--- config.mk ---
export PLATFORM = sky130hd
export DESIGN_NAME = bm_rd_port
export DESIGN_NICKNAME = d
export VERILOG_FILES = /design/src/rtl/bm_pkg.sv /design/src/rtl/bm_cfg_pipe.sv /design/src/rtl/bm_swap.sv /design/src/rtl/bm_slicer.sv /design/src/rtl/bm_rd_port.sv
export SDC_FILE = /design/constraint.sdc
export NUM_CORES = 1
export LEC_CHECK = 0
export ABC_CLOCK_PERIOD_IN_PS = 2700
export BUFFER_PORTS_ARGS = -buffer_cell sky130_fd_sc_hd__buf_2
export CAP_MARGIN = 20
export CORE_AREA = 2 2 88 90
export CTS_CLUSTER_DIAMETER = 200
export CTS_CLUSTER_SIZE = 10
export DETAILED_ROUTE_END_ITERATION = 12
export DIE_AREA = 0 0 90 92
export PLACE_DENSITY = 0.86
export SLEW_MARGIN = 20
export SYNTH_ARGS = -nofsm -noshare
export SYNTH_HDL_FRONTEND = slang
export SYNTH_SLANG_ARGS = --single-unit
--- constraint.sdc ---
create_clock -name clk -period 2.7 [get_ports clk]
set_input_delay 0.54 -clock clk [delete_from_list [all_inputs] [get_ports clk]]
set_output_delay 0.54 -clock clk [all_outputs]
set_load 0.05 [all_outputs]
--- src/rtl/bm_pkg.sv ---
package bm_pkg;
  localparam int LANES = 4;

  typedef enum logic [1:0] {
    SZ_LONG = 2'b00,
    SZ_WORD = 2'b01,
    SZ_BYTE = 2'b10,
    SZ_MBOX = 2'b11
  } size_e;

  typedef enum logic [1:0] {
    SW_NONE = 2'b00,
    SW_BYTE = 2'b01,
    SW_HALF = 2'b10,
    SW_BOTH = 2'b11
  } swap_e;
endpackage

--- src/rtl/bm_cfg_pipe.sv ---
module bm_cfg_pipe
  import bm_pkg::*;
(
  input  logic       clk,
  input  logic       rst_n,
  input  logic [1:0] size_in,
  input  logic       order_in,
  output size_e      size_act,
  output logic       order_act,
  output logic       size_chg
);
  size_e size_q1, size_q1_nxt, size_act_nxt;
  logic  order_q1, order_q1_nxt, order_act_nxt;

  always_comb begin
    size_q1_nxt   = size_e'(size_in);
    order_q1_nxt  = order_in;
    size_act_nxt  = size_q1;
    order_act_nxt = order_q1;
  end

  assign size_chg = (size_q1 != size_act);

  always_ff @(posedge clk or negedge rst_n) begin
    if (!rst_n) begin
      size_q1   <= SZ_LONG;
      order_q1  <= 1'b1;
      size_act  <= SZ_LONG;
      order_act <= 1'b1;
    end else begin
      size_q1   <= size_q1_nxt;
      order_q1  <= order_q1_nxt;
      size_act  <= size_act_nxt;
      order_act <= order_act_nxt;
    end
  end
endmodule

--- src/rtl/bm_swap.sv ---
module bm_swap
  import bm_pkg::*;
#(
  parameter int LANE_W = 9,
  localparam int DATA_W = LANES * LANE_W
)(
  input  logic [DATA_W-1:0] din,
  input  logic [1:0]        mode,
  output logic [DATA_W-1:0] dout
);
  logic [1:0] xm;

  always_comb begin
    case (swap_e'(mode))
      SW_BYTE: xm = 2'd3;
      SW_HALF: xm = 2'd2;
      SW_BOTH: xm = 2'd1;
      default: xm = 2'd0;
    endcase
  end

  for (genvar i = 0; i < LANES; i++) begin : g_lane
    logic [1:0] src;
    assign src = 2'(i) ^ xm;
    assign dout[i*LANE_W +: LANE_W] = din[src*LANE_W +: LANE_W];
  end
endmodule

--- src/rtl/bm_slicer.sv ---
module bm_slicer
  import bm_pkg::*;
#(
  parameter int LANE_W = 9,
  localparam int DATA_W = LANES * LANE_W,
  localparam int HALF_W = 2 * LANE_W
)(
  input  logic              clk,
  input  logic              rst_n,
  input  logic              rd_en,
  input  logic              fifo_empty,
  input  logic [DATA_W-1:0] fifo_data,
  input  logic [1:0]        swap_in,
  input  size_e             size_act,
  input  logic              order_act,
  input  logic              size_chg,
  output logic [DATA_W-1:0] dout,
  output logic              fifo_pop,
  output logic              mbox_sel
);
  logic [1:0]        cnt, cnt_nxt, last_idx, k;
  logic [1:0]        swap_hold, swap_hold_nxt, swap_eff;
  logic [DATA_W-1:0] swapped, piece, dout_nxt;
  logic              pop_nxt, rd_ok, is_last;

  assign mbox_sel = (size_act == SZ_MBOX);
  assign rd_ok    = rd_en && !fifo_empty && !mbox_sel;
  assign swap_eff = (cnt == 2'd0) ? swap_in : swap_hold;

  bm_swap #(.LANE_W(LANE_W)) swap_i (
    .din  (fifo_data),
    .mode (swap_eff),
    .dout (swapped)
  );

  always_comb begin
    case (size_act)
      SZ_WORD: last_idx = 2'd1;
      SZ_BYTE: last_idx = 2'd3;
      default: last_idx = 2'd0;
    endcase
    is_last = (cnt == last_idx);
    k       = order_act ? (last_idx - cnt) : cnt;
    piece   = '0;
    case (size_act)
      SZ_WORD: piece[HALF_W-1:0] = k[0] ? swapped[DATA_W-1:HALF_W] : swapped[HALF_W-1:0];
      SZ_BYTE: piece[LANE_W-1:0] = swapped[k*LANE_W +: LANE_W];
      default: piece = swapped;
    endcase
  end

  always_comb begin
    cnt_nxt       = cnt;
    swap_hold_nxt = swap_hold;
    dout_nxt      = dout;
    pop_nxt       = 1'b0;
    if (rd_ok) begin
      dout_nxt = piece;
      pop_nxt  = is_last;
      cnt_nxt  = is_last ? 2'd0 : cnt + 2'd1;
      if (cnt == 2'd0) swap_hold_nxt = swap_in;
    end
    if (size_chg) cnt_nxt = 2'd0;
  end

  always_ff @(posedge clk or negedge rst_n) begin
    if (!rst_n) begin
      cnt       <= 2'd0;
      swap_hold <= 2'd0;
      dout      <= '0;
      fifo_pop  <= 1'b0;
    end else begin
      cnt       <= cnt_nxt;
      swap_hold <= swap_hold_nxt;
      dout      <= dout_nxt;
      fifo_pop  <= pop_nxt;
    end
  end

  AST_NO_POP_EMPTY: assert property (@(posedge clk) disable iff (!rst_n)
    (rd_en && fifo_empty) |=> (!fifo_pop && $stable(dout)));
  AST_MBOX_NO_POP: assert property (@(posedge clk) disable iff (!rst_n)
    (mbox_sel && rd_en) |=> !fifo_pop);
  AST_CNT_RANGE: assert property (@(posedge clk) disable iff (!rst_n)
    cnt <= last_idx);
  AST_SWAP_HOLD: assert property (@(posedge clk) disable iff (!rst_n)
    (cnt != 2'd0 && $past(cnt) != 2'd0) |-> $stable(swap_hold));
  AST_POP_NEEDS_READ: assert property (@(posedge clk) disable iff (!rst_n)
    fifo_pop |-> $past(rd_en && !fifo_empty));
endmodule

--- src/rtl/bm_rd_port.sv ---
module bm_rd_port
  import bm_pkg::*;
#(
  parameter int LANE_W = 9,
  localparam int DATA_W = LANES * LANE_W
)(
  input  logic              clk,
  input  logic              rst_n,
  input  logic [DATA_W-1:0] fifo_data,
  input  logic              fifo_empty,
  input  logic              rd_en,
  input  logic [1:0]        size_sel,
  input  logic              order_sel,
  input  logic [1:0]        swap_sel,
  output logic [DATA_W-1:0] dout,
  output logic              fifo_pop,
  output logic              mbox_sel
);
  size_e size_act;
  logic  order_act, size_chg;

  bm_cfg_pipe cfg_i (
    .clk       (clk),
    .rst_n     (rst_n),
    .size_in   (size_sel),
    .order_in  (order_sel),
    .size_act  (size_act),
    .order_act (order_act),
    .size_chg  (size_chg)
  );

  bm_slicer #(.LANE_W(LANE_W)) slicer_i (
    .clk        (clk),
    .rst_n      (rst_n),
    .rd_en      (rd_en),
    .fifo_empty (fifo_empty),
    .fifo_data  (fifo_data),
    .swap_in    (swap_sel),
    .size_act   (size_act),
    .order_act  (order_act),
    .size_chg   (size_chg),
    .dout       (dout),
    .fifo_pop   (fifo_pop),
    .mbox_sel   (mbox_sel)
  );

  AST_MBOX_LATENCY: assert property (@(posedge clk) disable iff (!rst_n)
    (size_sel != 2'b11) |=> ##1 (!mbox_sel || $past(size_sel) == 2'b11));
endmodule

==> metrics.md <==
| Metric | Value |
|---|---|
| Reg2Reg Depth | 8 |
| Ys Warns | 0 |
| Synth area leader | dfrtp_1 |
| Worst setup endpoint | slicer_i.dout[11]$_DFFE_PN0P_ |
| CTS Buffer Depth | 2 |
| Tightest Hold Check Type | primary input to asynchronous set/reset pin |
| Largest net degree at the start of global routing | 55 |
| Routed wire length | 10500 µm |
| Post-Layout Cell Count | 582 |
| Worst-Skew Late Latency | 0.31 ns |
| Pleak | 1.95 nW |
| Core ar. | 0.00745 mm² |
| Synth Register Bits | 47 |
| Max incr delay on CP | 0.45 ns |
| Final worst path period share | 0.979 |
| Antenna violations before repair | 0 |
| CTS tree | yes |
| Synth Instances | 401 |
| Antenna viol nets, final | 0 |
| Antenna Cells | 0 |
| Outcome | completed |
| Post-Synth Simple-Gate Area | 0.124 |
| Fillcell total | 665 |
| Avg Inst Size Synth | 8.71 µm² |
| Htree depth | 2 |
| Critical path's slowest cell | dfrtp_1 |
| Slew headroom | 0.510 |
| Tmin final | 2.64 ns |
| PD cells | 684 mW/mm² |
| Die width | 90 µm |
| # rows | 32 |
| Total number of vias | 3520 |
| Top cell by count, worst path | o21ai_0 |
| Crit path launch | slicer_i.cnt[1]$_DFFE_PN0P_ |
| Crit Path Category | flop to flop |
| Sequential element share of the synthesized area | 0.337 |
| Required @ worst endpoint | 2.89 ns |
| FF-to-FF setup slack | 0.06 ns |
| Largest family of logic cells by synthesized area | multiplexers |
| XOR/XNOR Fraction of Synth Area | 0.0312 |
| Final hold vios | 0 |
| Peak supply drop | 0.000277 V |
| Crit start category | flop |
| Slew Limit Fails | 0 |
| Slew @ Worst Pin | 0.734 ns |
| Reg2reg start | slicer_i.cnt[1]$_DFFE_PN0P_ |
| Critical Path AT | 2.83 ns |
| First-pass GRT wire length | 16800 µm |
| RR Endpoint | slicer_i.dout[11]$_DFFE_PN0P_ |
| Syn_nets | 450 |
| Adder-cell share of the synthesized area | 0.0143 |
| Final hold slack | 0.318 ns |
| CTS buffer count | 5 |
| Nets | 528 |
| # DRC | 0 |
| CTS sink count | 47 |
| Die height | 92 µm |
| Post-synthesis compound-gate area fraction | 0.220 |
| Setup violations, final | 0 |
| Mux share of post-synthesis cell area | 0.229 |
| DP Wirelength | 7190 µm |
| CP endpoint kind | flop |
| GPL Wtd Cong | 0.890 |
| Post-synth top area share | 0.322 |
| Fraction of layout instances using a drive strength above 1 | 0.300 |
| # port buffers | 82 |
| Area Overhead vs Synth | 21.1% |
| I/O Pins | 83 |
| Initial Util | 0.469 |
| Final Skew | 0.00917 ns |
| DRT iter0 DRCs | 438 |
| Cell variety after synth | 35 |
| WL/cell | 18.0 µm |
| Main area contributors after synthesis | dfrtp_1, mux2i_1, mux2_2 |
| Sequence of cells on the critical path | inv_1 -> ha_1 -> mux2i_4 -> buf_12 -> mux2i_1 -> o22ai_1 -> o21ai_0 -> o21ai_0 |
| Clock Root Buffer | clkbuf_8 |
| Max-cap violations | 0 |
| Mapped cell area | 0.00349 mm² |
| Die ar. | 0.00828 mm² |
| GRT Resource Usage Total | 0.251 |
| Vias in the first global route | 3361 |
| Worst-path fanout max | 43 |
| Via density | 6.05 |
| Clk slew on worst S/H paths | 0.10 ns |
| Fmax | 0.378 GHz |
| Placed Cells | 570 |
| DRT Pass-1 Iters | 5 |
| Gr ovfl total | 0 |
==> worst max-delay path: cells and delay by family (launching register included) <==
kind | cells | cell delay [ns]
muxes | 2 | 0.75
AOI/OAI and AO/OA | 3 | 0.55
DFF | 1 | 0.45
buffers and inverters | 2 | 0.40
adders and majority gates | 1 | 0.34
==> layer usage <==
layer	global-route usage	vias to the layer above	share of wire
met5	0	-	0
met2	0.414	204	0.47
met3	0.0435	38	0.081
met4	0.0987	0	0.030
met1	0.331	1665	0.41
li1	-	1613	-
==> through the flow <==
step                 util  total power, W  instance area (µm²)  TNS [ns]  worst slack (ns)
global placement    0.543         0.00224                 4050  -0.00300          -0.00300
floorplan               -         0.00191                 3490         0             0.168
global route        0.568         0.00303                 4230  -0.00864          -0.00864
CTS                 0.561         0.00285                 4180         0             0.151
finish              0.568         0.00289                 4230         0            0.0563
detailed placement  0.543         0.00227                 4050    -0.350           -0.0787
==> layout make-up <==
type	instances	area, µm²	area share
flip-flops and latches	47	1180	0.279
clock inverters	2	38.8	0.00917
multi-input cells	317	2190	0.518
clock buffers	6	82.6	0.0195
repair buffers	103	593	0.140
inverters	5	18.8	0.00444
well taps	102	128	0.0302
==> cells in the mapped netlist (all sizes together) <==
| cell | count |
|---|---|
| a221oi | 1 |
| xnor3 | 1 |
| nor2 | 30 |
| inv | 5 |
| o211ai | 11 |
| nor3 | 3 |
| a211oi | 8 |
| o21ai | 36 |
| nand3b | 1 |
| o22ai | 18 |
| mux2i | 47 |
| a21oi | 23 |
| a31oi | 8 |
| nand2b | 2 |
| mux2 | 28 |
| ha | 4 |
| dfstp | 2 |
| o221ai | 9 |
| and3 | 1 |
| xnor2 | 5 |
| a32o | 2 |
| xor2 | 4 |
| nor2b | 2 |
| clkbuf | 19 |
| nand2 | 59 |
| buf | 13 |
| and2 | 7 |
| dfrtp | 45 |
| a22o | 7 |
==> worst min path at each step <==
stage                                   from                       endpoint  slack, ns
2_1_floorplan                          rst_n    cfg_i.size_act[0]$_DFF_PN0_       0.24
3_3_place_gp   cfg_i.order_act_nxt$_DFF_PN1_      cfg_i.order_act$_DFF_PN1_       0.35
3_5_place_dp   cfg_i.order_act_nxt$_DFF_PN1_      cfg_i.order_act$_DFF_PN1_       0.35
4_1_cts                            order_sel  cfg_i.order_act_nxt$_DFF_PN1_       0.32
5_1_grt                            order_sel  cfg_i.order_act_nxt$_DFF_PN1_       0.31
6_report                               rst_n  slicer_i.dout[14]$_DFFE_PN0P_       0.32
==> kinds of logic after synthesis <==
kind of cell / after synthesis
AOI/OAI and AO/OA: 123
xor gates and xnor gates: 10
adders and majority gates: 4
buffers and inverters: 37
DFF: 47
muxes: 75
and+or+nand+nor: 105
==> power breakdown <==
group          switching (W)  internal, W  leakage [nW]
Sequential         0.0000784     0.000832         0.582
Clock               0.000261     0.000305        0.0618
Combinational       0.000953     0.000464          1.31
==> cell usage in the layout, fill, tap and decap left out, types with 2 or more instances in the layout <==
| master | count |
|---|---|
| buf_12 | 2 |
| mux2_2 | 26 |
| a21oi_1 | 23 |
| nor2b_1 | 2 |
| and2_1 | 7 |
| mux2i_2 | 2 |
| a31oi_1 | 8 |
| buf_4 | 19 |
| inv_1 | 5 |
| dfrtp_1 | 45 |
| ha_1 | 4 |
| clkbuf_8 | 6 |
| a22o_1 | 7 |
| o22ai_1 | 18 |
| a32o_1 | 2 |
| dfstp_2 | 2 |
| a211oi_1 | 8 |
| o221ai_1 | 9 |
| nor2_1 | 30 |
| xnor2_1 | 4 |
| mux2i_4 | 2 |
| o211ai_1 | 11 |
| buf_2 | 82 |
| nor3_1 | 3 |
| nand2_1 | 59 |
| o21ai_0 | 36 |
| xor2_1 | 4 |
| nand2b_1 | 2 |
| mux2i_1 | 43 |
| mux2_1 | 2 |
==> registers in the layout, indices dropped and copies added, names as in the netlist <==
register             flops
cfg_i.order_act          1
cfg_i.order_act_nxt      1
cfg_i.size_act           2
cfg_i.size_act_nxt       2
slicer_i.cnt             2
slicer_i.dout           36
slicer_i.fifo_pop        1
slicer_i.swap_hold       2
==> what timing repair did <==
item,CTS,global route
endpoints found under the setup margin,8,5
hold buffers,0,0
resized for setup,1,2
buffers inserted,0,4
pin swaps,0,1
(Power assumes the default switching activity.)
